File: config.mk
export PLATFORM = sky130hd
export DESIGN_NAME = vslv_top
export DESIGN_NICKNAME = d
export VERILOG_FILES = /design/src/rtl/vslv_pkg.sv /design/src/rtl/vslv_sync.sv /design/src/rtl/vslv_decode.sv /design/src/rtl/vslv_fsm.sv /design/src/rtl/vslv_top.sv
export SDC_FILE = /design/constraint.sdc
export NUM_CORES = 1
export LEC_CHECK = 0
export BUFFER_PORTS_ARGS = -buffer_cell sky130_fd_sc_hd__buf_2
export CAP_MARGIN = 20
export CORE_MARGIN = 2
export CORE_UTILIZATION = 42
export CTS_CLUSTER_DIAMETER = 150
export DETAILED_ROUTE_END_ITERATION = 10
export PLACE_DENSITY = 0.81
export REMOVE_ABC_BUFFERS = 1
export SKIP_CTS_REPAIR_TIMING = 1
export SLEW_MARGIN = 0
export SYNTH_ARGS = -nofsm -noshare
export SYNTH_HDL_FRONTEND = slang
export SYNTH_HIERARCHICAL = 1
export SYNTH_SLANG_ARGS = --single-unit
File: constraint.sdc
create_clock -name clk -period 2.1 [get_ports clk]
set_input_delay 0.525 -clock clk [delete_from_list [all_inputs] [get_ports clk]]
set_output_delay 0.525 -clock clk [all_outputs]
set_load 0.05 [all_outputs]
File: src/rtl/vslv_pkg.sv
package vslv_pkg;

    localparam int AM_W   = 6;
    localparam int ADDR_W = 32;
    localparam int DATA_W = 16;
    localparam int N_AM   = 4;

    localparam logic [AM_W-1:0] AM_ACCEPT [N_AM] = '{
        6'b111110, 6'b111001, 6'b111101, 6'b111010
    };

    typedef enum logic [2:0] {
        ST_IDLE,
        ST_SEL,
        ST_XFER,
        ST_RDWAIT,
        ST_ACK
    } vslv_state_e;

    typedef struct packed {
        logic              is_write;
        logic [DATA_W-1:0] wdata;
        logic [ADDR_W-1:0] addr;
    } vslv_req_t;

endpackage

File: src/rtl/vslv_sync.sv
module vslv_sync #(
    parameter int   N       = 2,
    parameter logic RST_LVL = 1'b1
) (
    input  logic         clk,
    input  logic         rst,
    input  logic [N-1:0] d_in,
    output logic [N-1:0] q
);
    for (genvar i = 0; i < N; i++) begin : g_bit
        logic st1, st2;
        always_ff @(posedge clk) begin
            if (rst) begin
                st1 <= RST_LVL;
                st2 <= RST_LVL;
            end else begin
                st1 <= d_in[i];
                st2 <= st1;
            end
        end
        assign q[i] = st2;
    end
endmodule

File: src/rtl/vslv_decode.sv
module vslv_decode
    import vslv_pkg::*;
#(
    parameter int               ID_W     = 3,
    parameter int               SLICE_LSB = 16,
    parameter logic [ADDR_W-1:0] WIN_BASE = 32'hFE10_0000
) (
    input  logic [AM_W-1:0]   am,
    input  logic [ADDR_W-1:0] addr,
    input  logic [ID_W-1:0]   board_id,
    output logic              hit
);
    localparam int FLD_W   = ID_W + 1;
    localparam int TAG_LSB = SLICE_LSB + FLD_W;

    logic [N_AM-1:0] am_match;
    for (genvar i = 0; i < N_AM; i++) begin : g_am
        assign am_match[i] = (am == AM_ACCEPT[i]);
    end

    logic tag_ok, slice_ok;
    assign tag_ok   = (addr[ADDR_W-1:TAG_LSB] == WIN_BASE[ADDR_W-1:TAG_LSB]);
    assign slice_ok = (addr[SLICE_LSB +: FLD_W] == {1'b0, board_id});
    assign hit      = (|am_match) && tag_ok && slice_ok;
endmodule

File: src/rtl/vslv_fsm.sv
module vslv_fsm
    import vslv_pkg::*;
#(
    parameter int RAM_AW = 8
) (
    input  logic              clk,
    input  logic              rst,
    input  logic              as_s,
    input  logic              ds_s,
    input  logic              hit,
    input  vslv_req_t         req_in,
    input  logic [DATA_W-1:0] bus_wdata,
    input  logic [DATA_W-1:0] ram_rdata,
    output logic [RAM_AW-1:0] ram_addr,
    output logic              ram_we,
    output logic              ram_re,
    output logic [DATA_W-1:0] ram_wdata,
    output logic [DATA_W-1:0] rd_word,
    output logic              drv_en,
    output logic              dtack_n
);
    vslv_state_e state, nxt;
    vslv_req_t   req_q;
    logic        as_prev;
    logic        as_fall;

    assign as_fall = as_prev && !as_s;

    always_comb begin
        nxt = state;
        case (state)
            ST_IDLE:   if (as_fall && hit) nxt = ST_SEL;
            ST_SEL:    if (as_s) nxt = ST_IDLE;
                       else if (!ds_s) nxt = ST_XFER;
            ST_XFER:   nxt = req_q.is_write ? ST_ACK : ST_RDWAIT;
            ST_RDWAIT: nxt = ST_ACK;
            ST_ACK:    if (ds_s) nxt = ST_IDLE;
            default:   nxt = ST_IDLE;
        endcase
    end

    always_ff @(posedge clk) begin
        if (rst) begin
            state   <= ST_IDLE;
            as_prev <= 1'b1;
            req_q   <= '0;
            rd_word <= '0;
        end else begin
            state   <= nxt;
            as_prev <= as_s;
            if (state == ST_IDLE && as_fall && hit) req_q <= req_in;
            if (state == ST_SEL && !as_s && !ds_s) req_q.wdata <= bus_wdata;
            if (state == ST_RDWAIT) rd_word <= ram_rdata;
        end
    end

    assign ram_addr  = req_q.addr[RAM_AW:1];
    assign ram_wdata = req_q.wdata;
    assign ram_we    = (state == ST_XFER) && req_q.is_write;
    assign ram_re    = (state == ST_XFER) && !req_q.is_write;
    assign dtack_n   = (state != ST_ACK);
    assign drv_en    = (state == ST_ACK) && !req_q.is_write && !ds_s;

    p_we_re_excl_r4: assert property (@(posedge clk) disable iff (rst)
        !(ram_we && ram_re));

    p_we_single_r4: assert property (@(posedge clk) disable iff (rst)
        ram_we |=> !ram_we);

    p_ack_drop_r6: assert property (@(posedge clk) disable iff (rst)
        (!dtack_n && ds_s) |=> dtack_n);

    p_ack_from_access_r8: assert property (@(posedge clk) disable iff (rst)
        $fell(dtack_n) |-> ($past(ram_we) || $past(ram_re, 2)));
endmodule

File: src/rtl/vslv_top.sv
module vslv_top
    import vslv_pkg::*;
#(
    parameter int               ID_W     = 3,
    parameter int               RAM_AW   = 8,
    parameter logic [ADDR_W-1:0] WIN_BASE = 32'hFE10_0000
) (
    input  logic              clk,
    input  logic              rst,
    input  logic [ID_W-1:0]   board_id,
    input  logic [AM_W-1:0]   bus_am,
    input  logic [ADDR_W-1:0] bus_addr,
    input  logic              bus_as_n,
    input  logic              bus_ds_n,
    input  logic              bus_write_n,
    input  logic [DATA_W-1:0] bus_wdata,
    output logic [DATA_W-1:0] bus_rdata,
    output logic              bus_drv_en,
    output logic              bus_dtack_n,
    output logic [RAM_AW-1:0] ram_addr,
    output logic              ram_we,
    output logic              ram_re,
    output logic [DATA_W-1:0] ram_wdata,
    input  logic [DATA_W-1:0] ram_rdata
);
    localparam int SLICE_LSB = 16;

    logic [1:0]        strobe_s;
    logic              hit;
    logic [DATA_W-1:0] rd_word;
    vslv_req_t         req_in;

    vslv_sync #(.N(2), .RST_LVL(1'b1)) u_sync (
        .clk  (clk),
        .rst  (rst),
        .d_in ({bus_ds_n, bus_as_n}),
        .q    (strobe_s)
    );

    vslv_decode #(.ID_W(ID_W), .SLICE_LSB(SLICE_LSB), .WIN_BASE(WIN_BASE)) u_dec (
        .am       (bus_am),
        .addr     (bus_addr),
        .board_id (board_id),
        .hit      (hit)
    );

    assign req_in = '{is_write: !bus_write_n, wdata: bus_wdata, addr: bus_addr};

    vslv_fsm #(.RAM_AW(RAM_AW)) u_fsm (
        .clk       (clk),
        .rst       (rst),
        .as_s      (strobe_s[0]),
        .ds_s      (strobe_s[1]),
        .hit       (hit),
        .req_in    (req_in),
        .bus_wdata (bus_wdata),
        .ram_rdata (ram_rdata),
        .ram_addr  (ram_addr),
        .ram_we    (ram_we),
        .ram_re    (ram_re),
        .ram_wdata (ram_wdata),
        .rd_word   (rd_word),
        .drv_en    (bus_drv_en),
        .dtack_n   (bus_dtack_n)
    );

    assign bus_rdata = bus_drv_en ? rd_word : '0;

    p_drv_read_ack_r7: assert property (@(posedge clk) disable iff (rst)
        bus_drv_en |-> (!bus_dtack_n && bus_write_n));

    p_rdata_quiet_r7: assert property (@(posedge clk) disable iff (rst)
        !bus_drv_en |-> (bus_rdata == '0));
endmodule

==> results.toml <==
[logic_synthesis]
ys_top_cells_by_count = "dfxtp_1, nand3_1, nand2_1, a21oi_1, buf_4"
synth_area_leaders = "dfxtp_1, nand3_1, buf_4, a21oi_1, o221ai_1"
ys_async_sr_fraction_pct = 0
synth.most_common_cell = "dfxtp_1"
yosys_register_bits = 49
synthCells = 317
yosys_most_used_dff = "dfxtp_1"
syn_area_per_cell_sq_um = 8.18
synth_top_cell_by_area = "dfxtp_1"
synth_warnings = 6
synth_edf_count = 0
ys_seq_area_share_pct = 37.8
yosysTopAreaCellShare_pct = 37.8
netlist_area_sq_um = 2590
synth_cell_types = 44

[timing]
slew_headroom_pct = 57.2
hold_viol_final = 0
worstMarginPinSlew_ps = 641
rsz0062_at_grt = "yes"
fin_crit_sh_pct = 98.5
setup_violations = 0
skew_ps = 4.53
maxSlewViolCount = 0
min_period_ps = 2070
fmax_ghz = 0.483

[layout]
finalNonFillerCells = 476
n_antenna_cell = 0
fin_nets = 478
nFillCells = 538
areaGrowthSynthToFinish_pct = 28.3
drive_above_1_share_pct = 42.6

[min_path]
hold_start = "bus_ds_n"
min_to = "u_sync/g_bit[1].st1"
holdPathStages = 2
hp-class = "in -> reg"

[worst_setup_path]
cp-end-kind = "flop"
worst_path_max_delay_cell = "or4_1"
crit_path_max_incr_delay_ps = 440
crit_required_ps = 2340
crit_fanout = 5
cp_common_cell = "buf_4"
crit_buf_inv = 4
criticalPathCategory = "in -> reg"
arrival_ps = 2310
startpoint = "bus_addr[24]"
cp_top_family = "simple AND/OR/NAND/NOR gates"
cp_cell_sequence = "buf_6 > nand4b_1 > or4_1 > nor4_2 > buf_4 > nor4bb_4 > buf_4 > buf_4 > nand3_1 > a31oi_1"
ff2ff_setup_slack_ps = 360
r2r_cells = 4
r2r_end = "u_fsm/ram_wdata[4]"
reg2reg_from = "u_fsm/state[0]"
critPathLaunchType = "input pin"

[pwr]
p_per_area_nw_per_um2 = 525
leakage_nw = 1.33
ir_drop_v = 0.000414
power.total_w = 0.00175

[floorplan]
ios = 122
die_y_um = 82.6
core_sq_um = 5960
rows = 28
die_w_um = 82.6
start_util_pct = 43.5
die_area_sq_um = 6820

[placement]
dp_hpwl_um = 4590
gp_congestion = 0.765
dp.cells = 462
numPortBuffers = 112

[cts]
path_clk_slew_ps = 90
numCtsBuffers = 5
clockBufferDepth = 2
clock-sinks = 49
htreeDepth = 2
cts_tree = "done"
clk_latency_ps = 310
root_buffer = "clkbuf_8"

[drt]
first_pass_iters = 4
drc = 0
drtAntennaViolNets = 0
totalWireLength_um = 7120
wl_per_cell_um = 14.9
via_per_inst = 5.46
drtIter0Drc = 190
vias = 2599

[global_route]
track_usage_pct = 19.2
first_global_vias = 2350
antenna_found_initial = 0
gr-total-overflow = 0
grt_pass1_wl_um = 10400
grt_max_degree = 33

[job]
maxCapViolations = 0

[run_status]
status = "completed"
==> power breakdown <==
part	switching (W)	total [W]	internal (W)
clock network	0.000341	0.000698	0.000357
logic	0.0000523	0.000114	0.0000615
registers	0.00000314	0.000935	0.000932
total	0.000397	0.00175	0.00135
==> kinds of logic after synthesis <==
| group | after synthesis | share of synthesized area [%] |
|---|---|---|
| buf+inv | 60 | 14.6 |
| compound gates | 75 | 18.5 |
| xor+xnor | 4 | 1.35 |
| simple gates | 129 | 27.7 |
| flops | 49 | 37.8 |
==> sequential cells by signal (all words and copies together) (netlist names) <==
name / count
u_fsm/as_prev: 1
u_fsm/ram_addr: 8
u_fsm/ram_wdata: 16
u_fsm/rd_word: 16
u_fsm/req_q: 1
u_fsm/state: 3
u_sync/g_bit.st1: 2
u_sync/g_bit.st2: 2
==> area by class of cell <==
cell class | count | area (sq um) | area share (%)
Inverter | 2 | 7.51 | 0.226
Sequential cell | 49 | 983 | 29.6
Clock buffer | 5 | 68.8 | 2.07
Clock inverter | 3 | 46.3 | 1.39
Multi-Input combinational cell | 208 | 1280 | 38.6
Timing Repair Buffer | 134 | 841 | 25.3
Tap cell | 75 | 93.8 | 2.82
==> metrics by stage <==
step | cell area, sq um | hold slack (ps) | util [%] | setup TNS, ps | worst slack (ps)
floorplan | 2220 | 383 | - | -56900 | -1540
global placement | 3010 | 386 | 50.5 | -5660 | -244
detailed placement | 3010 | 391 | 50.5 | -6820 | -295
CTS | 3130 | 381 | 52.5 | -28.7 | -5.18
global route | 3330 | 398 | 55.8 | -1380 | -88.9
finish | 3330 | 385 | 55.8 | 0 | 30.7
==> cell usage in the layout (no fill, tap or decap), types with 2 or more instances in the layout <==
cell      count
buf_2        93
dfxtp_1      47
nand3_1      41
nand2_1      34
a21oi_1      24
buf_4        23
buf_6        18
a31oi_1      16
o221ai_1     15
and2_2       12
o21ai_0      10
clkbuf_8      5
and2_1        4
nand3b_1      4
nor2_1        4
or2_1         4
nand4b_1      3
xnor2_1       3
or2_2         3
a21oi_2       3
nor3b_1       3
inv_1         2
nor4_2        2
a21o_1        2
dfxtp_2       2
==> metal layers <==
metal  part of all wire (%)  vias to the layer above  global-route usage [%]
met2                     49                      130                    34.3
met3                    9.6                       10                    4.67
met4                    1.4                        0                    6.72
met1                     40                     1194                    22.4
li1                       -                     1265                       -
met5                      0                        -                       0
==> worst max path at each step <==
stage,depth (start not counted),end,slack (ps)
after global placement,9,u_fsm/ram_wdata[7],-240
after global routing,10,u_fsm/ram_wdata[6],-90
after CTS,5,bus_rdata[6],-5
after floorplan,6,u_fsm/ram_wdata[0],-1540
after detailed placement,9,u_fsm/ram_wdata[7],-290
final,10,u_fsm/ram_wdata[12],30
Note: power is estimated with default switching activity, not from simulation.
